**config.mk**
```make
export PLATFORM = sky130hd
export DESIGN_NAME = tws_slave
export DESIGN_NICKNAME = d
export VERILOG_FILES = /design/src/rtl/tws_pkg.sv /design/src/rtl/tws_sync.sv /design/src/rtl/tws_ctrl.sv /design/src/rtl/tws_regbank.sv /design/src/rtl/tws_slave.sv
export SDC_FILE = /design/constraint.sdc
export NUM_CORES = 1
export LEC_CHECK = 0
export CAP_MARGIN = 20
export CORE_MARGIN = 3
export CORE_UTILIZATION = 30
export CTS_CLUSTER_SIZE = 40
export DETAILED_ROUTE_END_ITERATION = 10
export DONT_BUFFER_PORTS = 1
export PLACE_DENSITY = 0.5
export SYNTH_ARGS = -nofsm -noshare
export SYNTH_HDL_FRONTEND = slang
export SYNTH_SLANG_ARGS = --single-unit
```
**constraint.sdc**
```tcl
create_clock -name clk -period 1.6 [get_ports clk]
set_clock_uncertainty 0.05 [all_clocks]
set_input_delay 0.4 -clock clk [delete_from_list [all_inputs] [get_ports clk]]
set_output_delay 0.4 -clock clk [all_outputs]
set_load 0.01 [all_outputs]
```
**src/rtl/tws_pkg.sv**
```systemverilog
package tws_pkg;
    localparam int DEV_W   = 3;
    localparam int ADDR_W  = 5;
    localparam int DATA_W  = 16;
    localparam int HDR_W   = DEV_W + 1 + ADDR_W;
    localparam logic [DEV_W-1:0] DEV_CODE = 3'b101;
    localparam logic [31:0] ID_WORD = 32'h10B9_825D;

    typedef enum logic [2:0] {
        ST_IDLE,
        ST_HDR,
        ST_WDAT,
        ST_COMMIT,
        ST_TURN,
        ST_RDAT,
        ST_SKIP
    } tws_state_e;
endpackage

```
**src/rtl/tws_sync.sv**
```systemverilog
module tws_sync #(
    parameter int STAGES = 2
) (
    input  logic clk,
    input  logic rst_n,
    input  logic sclk_i,
    input  logic sdata_i,
    input  logic sen_n_i,
    output logic sd_s,
    output logic en_hi,
    output logic sclk_rise,
    output logic sclk_fall
);
    localparam int LINES = 3;
    localparam logic [LINES-1:0] RST_VAL = 3'b100;

    logic [LINES-1:0] pipe [STAGES];
    logic             sclk_d;

    always_ff @(posedge clk or negedge rst_n) begin
        if (!rst_n) begin
            for (int k = 0; k < STAGES; k++) pipe[k] <= RST_VAL;
            sclk_d <= 1'b0;
        end else begin
            pipe[0] <= {sen_n_i, sdata_i, sclk_i};
            for (int k = 1; k < STAGES; k++) pipe[k] <= pipe[k-1];
            sclk_d <= pipe[STAGES-1][0];
        end
    end

    assign sd_s      = pipe[STAGES-1][1];
    assign en_hi     = pipe[STAGES-1][2];
    assign sclk_rise = pipe[STAGES-1][0] & ~sclk_d;
    assign sclk_fall = ~pipe[STAGES-1][0] & sclk_d;
endmodule

```
**src/rtl/tws_ctrl.sv**
```systemverilog
module tws_ctrl
    import tws_pkg::*;
(
    input  logic              clk,
    input  logic              rst_n,
    input  logic              sd_s,
    input  logic              en_hi,
    input  logic              sclk_rise,
    input  logic              sclk_fall,
    input  logic [DATA_W-1:0] rd_data,
    output logic [ADDR_W-1:0] reg_addr,
    output logic [DATA_W-1:0] wr_data,
    output logic              wr_en,
    output logic              sdo,
    output logic              oe
);
    localparam int CNT_W = $clog2(DATA_W + 1);
    localparam logic [CNT_W-1:0] HDR_LAST = CNT_W'(HDR_W - 1);
    localparam logic [CNT_W-1:0] DAT_FULL = CNT_W'(DATA_W);

    tws_state_e        state_q, state_d;
    logic [HDR_W-2:0]  hdr_q;
    logic [CNT_W-1:0]  cnt_q;
    logic [DATA_W-1:0] rsh_q;
    logic [DEV_W-1:0]  dev_now;
    logic              rw_now;

    assign dev_now = hdr_q[HDR_W-2 -: DEV_W];
    assign rw_now  = hdr_q[ADDR_W-1];

    always_ff @(posedge clk or negedge rst_n) begin
        if (!rst_n) state_q <= ST_IDLE;
        else        state_q <= state_d;
    end

    always_comb begin
        state_d = state_q;
        unique case (state_q)
            ST_IDLE:   if (!en_hi) state_d = ST_HDR;
            ST_HDR: begin
                if (en_hi) state_d = ST_IDLE;
                else if (sclk_rise && cnt_q == HDR_LAST) begin
                    if (dev_now != DEV_CODE) state_d = ST_SKIP;
                    else if (rw_now)         state_d = ST_TURN;
                    else                     state_d = ST_WDAT;
                end
            end
            ST_WDAT:   if (en_hi) state_d = (cnt_q == DAT_FULL) ? ST_COMMIT : ST_IDLE;
            ST_COMMIT: if (!en_hi || sclk_fall) state_d = ST_IDLE;
            ST_TURN: begin
                if (en_hi)          state_d = ST_IDLE;
                else if (sclk_rise) state_d = ST_RDAT;
            end
            ST_RDAT:   if (en_hi) state_d = ST_IDLE;
            ST_SKIP:   if (en_hi) state_d = ST_IDLE;
            default:   state_d = ST_IDLE;
        endcase
    end

    always_ff @(posedge clk or negedge rst_n) begin
        if (!rst_n) begin
            hdr_q    <= '0;
            cnt_q    <= '0;
            reg_addr <= '0;
            wr_data  <= '0;
            rsh_q    <= '0;
            wr_en    <= 1'b0;
            sdo      <= 1'b0;
            oe       <= 1'b0;
        end else begin
            wr_en <= 1'b0;
            unique case (state_q)
                ST_IDLE: cnt_q <= '0;
                ST_HDR: if (sclk_rise && !en_hi) begin
                    hdr_q <= {hdr_q[HDR_W-3:0], sd_s};
                    if (cnt_q == HDR_LAST) begin
                        reg_addr <= {hdr_q[ADDR_W-2:0], sd_s};
                        cnt_q    <= '0;
                    end else begin
                        cnt_q <= cnt_q + 1'b1;
                    end
                end
                ST_WDAT: if (sclk_rise && !en_hi && cnt_q < DAT_FULL) begin
                    wr_data <= {wr_data[DATA_W-2:0], sd_s};
                    cnt_q   <= cnt_q + 1'b1;
                end
                ST_COMMIT: wr_en <= en_hi & sclk_fall;
                ST_TURN: if (sclk_rise && !en_hi) begin
                    oe    <= 1'b1;
                    sdo   <= rd_data[DATA_W-1];
                    rsh_q <= {rd_data[DATA_W-2:0], 1'b0};
                end
                ST_RDAT: if (sclk_rise && !en_hi) begin
                    sdo   <= rsh_q[DATA_W-1];
                    rsh_q <= {rsh_q[DATA_W-2:0], 1'b0};
                end
                ST_SKIP: ;
                default: ;
            endcase
            if (en_hi) oe <= 1'b0;
        end
    end
endmodule

```
**src/rtl/tws_regbank.sv**
```systemverilog
module tws_regbank
    import tws_pkg::*;
#(
    parameter int FIRST_WR = 4,
    parameter int NUM_WR   = 4,
    parameter int RSSI_W   = 7,
    parameter int STAT_REG = 3,
    parameter int ID_LO    = 30,
    parameter int ID_HI    = 31
) (
    input  logic                     clk,
    input  logic                     rst_n,
    input  logic                     wr_en,
    input  logic [ADDR_W-1:0]        addr,
    input  logic [DATA_W-1:0]        wr_data,
    input  logic [RSSI_W-1:0]        rssi,
    output logic [DATA_W-1:0]        rd_data,
    output logic [NUM_WR*DATA_W-1:0] cfg
);
    for (genvar g = 0; g < NUM_WR; g++) begin : g_cfg
        localparam logic [ADDR_W-1:0] MY_ADDR = ADDR_W'(FIRST_WR + g);
        always_ff @(posedge clk or negedge rst_n) begin
            if (!rst_n)                       cfg[g*DATA_W +: DATA_W] <= '0;
            else if (wr_en && addr == MY_ADDR) cfg[g*DATA_W +: DATA_W] <= wr_data;
        end
    end

    always_comb begin
        rd_data = '0;
        if (addr == ADDR_W'(STAT_REG))   rd_data = {{(DATA_W-RSSI_W){1'b0}}, rssi};
        else if (addr == ADDR_W'(ID_LO)) rd_data = ID_WORD[DATA_W-1:0];
        else if (addr == ADDR_W'(ID_HI)) rd_data = ID_WORD[2*DATA_W-1:DATA_W];
    end
endmodule

```
**src/rtl/tws_slave.sv**
```systemverilog
module tws_slave
    import tws_pkg::*;
#(
    parameter int SYNC_STAGES = 2,
    parameter int NUM_WR      = 4,
    parameter int RSSI_W      = 7
) (
    input  logic                     clk,
    input  logic                     rst_n,
    input  logic                     sclk_i,
    input  logic                     sdata_i,
    input  logic                     sen_n_i,
    input  logic [RSSI_W-1:0]        rssi_i,
    output logic                     sdata_o,
    output logic                     sdata_oe,
    output logic [NUM_WR*DATA_W-1:0] cfg_o
);
    logic              sd_s, en_hi, sclk_rise, sclk_fall, wr_en;
    logic [ADDR_W-1:0] reg_addr;
    logic [DATA_W-1:0] wr_data, rd_data;

    tws_sync #(.STAGES(SYNC_STAGES)) sync_i (
        .clk(clk), .rst_n(rst_n), .sclk_i(sclk_i), .sdata_i(sdata_i),
        .sen_n_i(sen_n_i), .sd_s(sd_s), .en_hi(en_hi),
        .sclk_rise(sclk_rise), .sclk_fall(sclk_fall)
    );

    tws_ctrl ctrl_i (
        .clk(clk), .rst_n(rst_n), .sd_s(sd_s), .en_hi(en_hi),
        .sclk_rise(sclk_rise), .sclk_fall(sclk_fall), .rd_data(rd_data),
        .reg_addr(reg_addr), .wr_data(wr_data), .wr_en(wr_en),
        .sdo(sdata_o), .oe(sdata_oe)
    );

    tws_regbank #(.NUM_WR(NUM_WR), .RSSI_W(RSSI_W)) regs_i (
        .clk(clk), .rst_n(rst_n), .wr_en(wr_en), .addr(reg_addr),
        .wr_data(wr_data), .rssi(rssi_i), .rd_data(rd_data), .cfg(cfg_o)
    );
endmodule

```
==> qor.txt <==
Max_cap viols: 0
Vias in the first global route: 3094
P per Cell Area: 1180 nW/um^2
Final Wtd Congestion: 0.827
Num Clock Sinks: 126
Post-synth EDFFs: 0
DRC Markers: 0
DP Wirelength: 6.71 mm
FP Rows: 46
TritonCTS clock tree: built
Antenna violations before repair: 0
DRT antenna net count: 0
HP Class: in2async
Hold Slack: -0.368 ns
DRT Pass-1 Iters: 4
Most common cell in the synthesized netlist: dfrtp_1
Synth top area share: 61.0%
Vias: 3042
WS Path Type: reg2reg
Clk buf depth: 2
Synthesis-stage register bit count: 126
Routed wire per std cell: 16.5 um
Total GRT Usage: 11.7%
Worst-path fanout max: 16
Antenna fix cells: 0
Synthesized area: 5080 sq um
Pint: 0.00589 W
Unique cell type count in the Yosys netlist: 42
Combinational share of power: 9.5%
Setup violators final: 34
Sw power: 0.00181 W
Final net count: 440
Period utilisation layout: 103%
Post-layout worst setup margin: -0.0522 ns
Syn nets: 386
Maximum clock rate: 605 MHz
Hold buffers post-CTS: 3
Root Driver: clkbuf_16
Post-synth ARST share: 100%
Finished layout cell area: 6510 sq um
Final Max Tran Viols: 0
Fraction of layout cells with a size suffix above 1: 45.9%
Synth-to-Final Area Change: 28.1%
P_leak: 3.11 nW
Clk pwr share: 46.3%
Dominant cell type by area after synthesis: dfrtp_1
Synth Instances: 372
I/O Buffers: 0
Core area: 16200 sq um
Top post-synthesis cells by count: dfrtp_1 (124), mux2_2 (84), nand2_1 (32), nor2_1 (18), a21oi_1 (13)
Die Width: 136 um
Maximum vdd drop: 0.765 mV
Sequential fraction of design power: 44.2%
Reg clk slew, reported paths: 0.06 ns
Critical path endpoint category: register
Type of origin of the critical path: register
CP Data Required Time: 1.84 ns
Setup TNS: -1.27 ns
H-tree depth: 4
Switch share: 23.5%
First-pass GRT wire length: 16.5 mm
Boundary Pins: 78
Avg Vias per Cell: 4.65
Pin count of the biggest net entering global routing: 127
Post-synthesis sequential area ratio: 62.1%
Dominant synthesized flop cell: dfrtp_1
Num CTS Buffers: 17
Post-synthesis area per instance: 13.7 sq um
Total Wirelength: 10.8 mm
Max-slew headroom: 79.4%
Placed inst area: 5620 sq um
GR Overflow Total: 0
Starting DRC count in detailed routing: 95
Initial core utilization: 31.3%
Worst-Margin Slew: 0.308 ns
Worst skew pair latency: 0.41 ns
WP data arrival: 1.90 ns
Chip height: 136 um
Unrepaired setup endpoints after global routing: true
Synth Warn #: 0
Most area-consuming cells after synthesis: dfrtp_1 (61%), mux2_2 (19%), mux2_4 (3.0%)
Clock period minus worst slack: 1.65 ns
Status: finished, violations left
Endpoints failing hold: 126
Die area: 18500 sq um
Failing checks: negative hold slack, negative setup slack
## cell usage in the layout (no fill, tap or decap), types with 4 or more instances in the layout
master,synthesis,final
dfrtp_1,124,124
buf_4,2,35
nand3_1,6,5
o21ai_0,12,11
clkinv_2,0,4
mux2_4,10,27
nand2_1,32,26
buf_12,0,5
buf_6,1,6
clkbuf_16,0,19
o31ai_1,5,5
a21oi_1,13,12
nor2_1,18,14
mux2_2,84,67
nand2_2,0,6
## logic make-up after synthesis
kind of cell | synth area share (%)
AOI/OAI and AO/OA | 4.80
xor gates and xnor gates | 0.517
adders and majority gates | 0.492
buffers and inverters | 1.97
DFF | 62.1
muxes | 21.8
and+or+nand+nor | 8.42
## repair_timing
item / CTS / global route
pin swaps: 1 / 4
endpoints found under the hold margin: 129 / 126
setup endpoints to repair: 52 / 69
gates resized for setup: 9 / 41
setup buffers: 4 / 6
gates cloned: 0 / 2
## metal layers
metal  global-route usage (%)  share of wire (%)  routed length, um
met4                     4.87                1.1                116
met3                     5.07                6.9                744
met2                     17.9                 47               5020
met5                        0                  0                  0
met1                     14.4                 45               4900
## metrics by stage
step | worst slack (ns) | cells | hold slack (ns) | util (%) | total power [W]
5_1_grt | -0.103 | 654 | -0.403 | 40.1 | 0.00806
4_1_cts | -0.0519 | 646 | -0.392 | 38.6 | 0.00772
2_1_floorplan | -0.144 | 372 | 0.0544 | - | 0.00379
3_5_place_dp | -0.106 | 608 | 0.0574 | 34.6 | 0.00402
6_report | -0.0522 | 654 | -0.368 | 40.1 | 0.00770
3_3_place_gp | -0.0916 | 608 | 0.0576 | 34.6 | 0.00401
## power groups by stage
stage               logic (W)  registers (W)  clock network (W)
floorplan            0.000342        0.00345                  0
global placement     0.000553        0.00345                  0
detailed placement   0.000560        0.00346                  0
CTS                  0.000640        0.00340            0.00368
global route         0.000801        0.00342            0.00383
finish               0.000735        0.00340            0.00356
## worst paths after layout
path | to | slack, ns | depth (start not counted) | from
hold reg to reg | sync_i.sd_s | 0.30 | 0 | sync_i.pipe[4]
setup reg to reg | regs_i.cfg[43] | -0.05 | 5 | ctrl_i.reg_addr[3]
hold / removal | regs_i.cfg[51] | -0.37 | 0 | rst_n
max in group asynchronous | sync_i.en_hi | 1.62 | 0 | rst_n
min in group clk | ctrl_i.rsh_q[5] | 0.16 | 2 | rssi_i[4]
setup / recovery | regs_i.cfg[43] | -0.05 | 5 | ctrl_i.reg_addr[3]
## state kept, by name, indices dropped and copies added (netlist names)
name and count:
sync_i.sclk_d 1, regs_i.cfg 64, ctrl_i.cnt_q 5, sync_i.pipe 4, ctrl_i.oe 1, ctrl_i.wr_data 16, ctrl_i.sdo 1, sync_i.sd_s 1
ctrl_i.reg_addr 5, ctrl_i.state_q 3, ctrl_i.rsh_q 15, ctrl_i.hdr_q 8, sync_i.en_hi 1, ctrl_i.wr_en 1
## worst max-delay path: stages, from the launching register on
cell and delay [ns]:
dfrtp_1 0.37, nor2_1 0.11, nand3_1 0.11, or3b_1 0.41
buf_12 0.18, mux2_4 0.30
## cell type report
| class | instances | area, sq um |
|---|---|---|
| inverters | 5 | 18.8 |
| clock inverters | 13 | 116 |
| repair buffers | 51 | 510 |
| flip-flops and latches | 126 | 3160 |
| multi-input cells | 225 | 2000 |
| well taps | 216 | 270 |
| clock buffers | 18 | 439 |
| fillers | 1555 | 9720 |
Power figures use the tool's default switching activity.
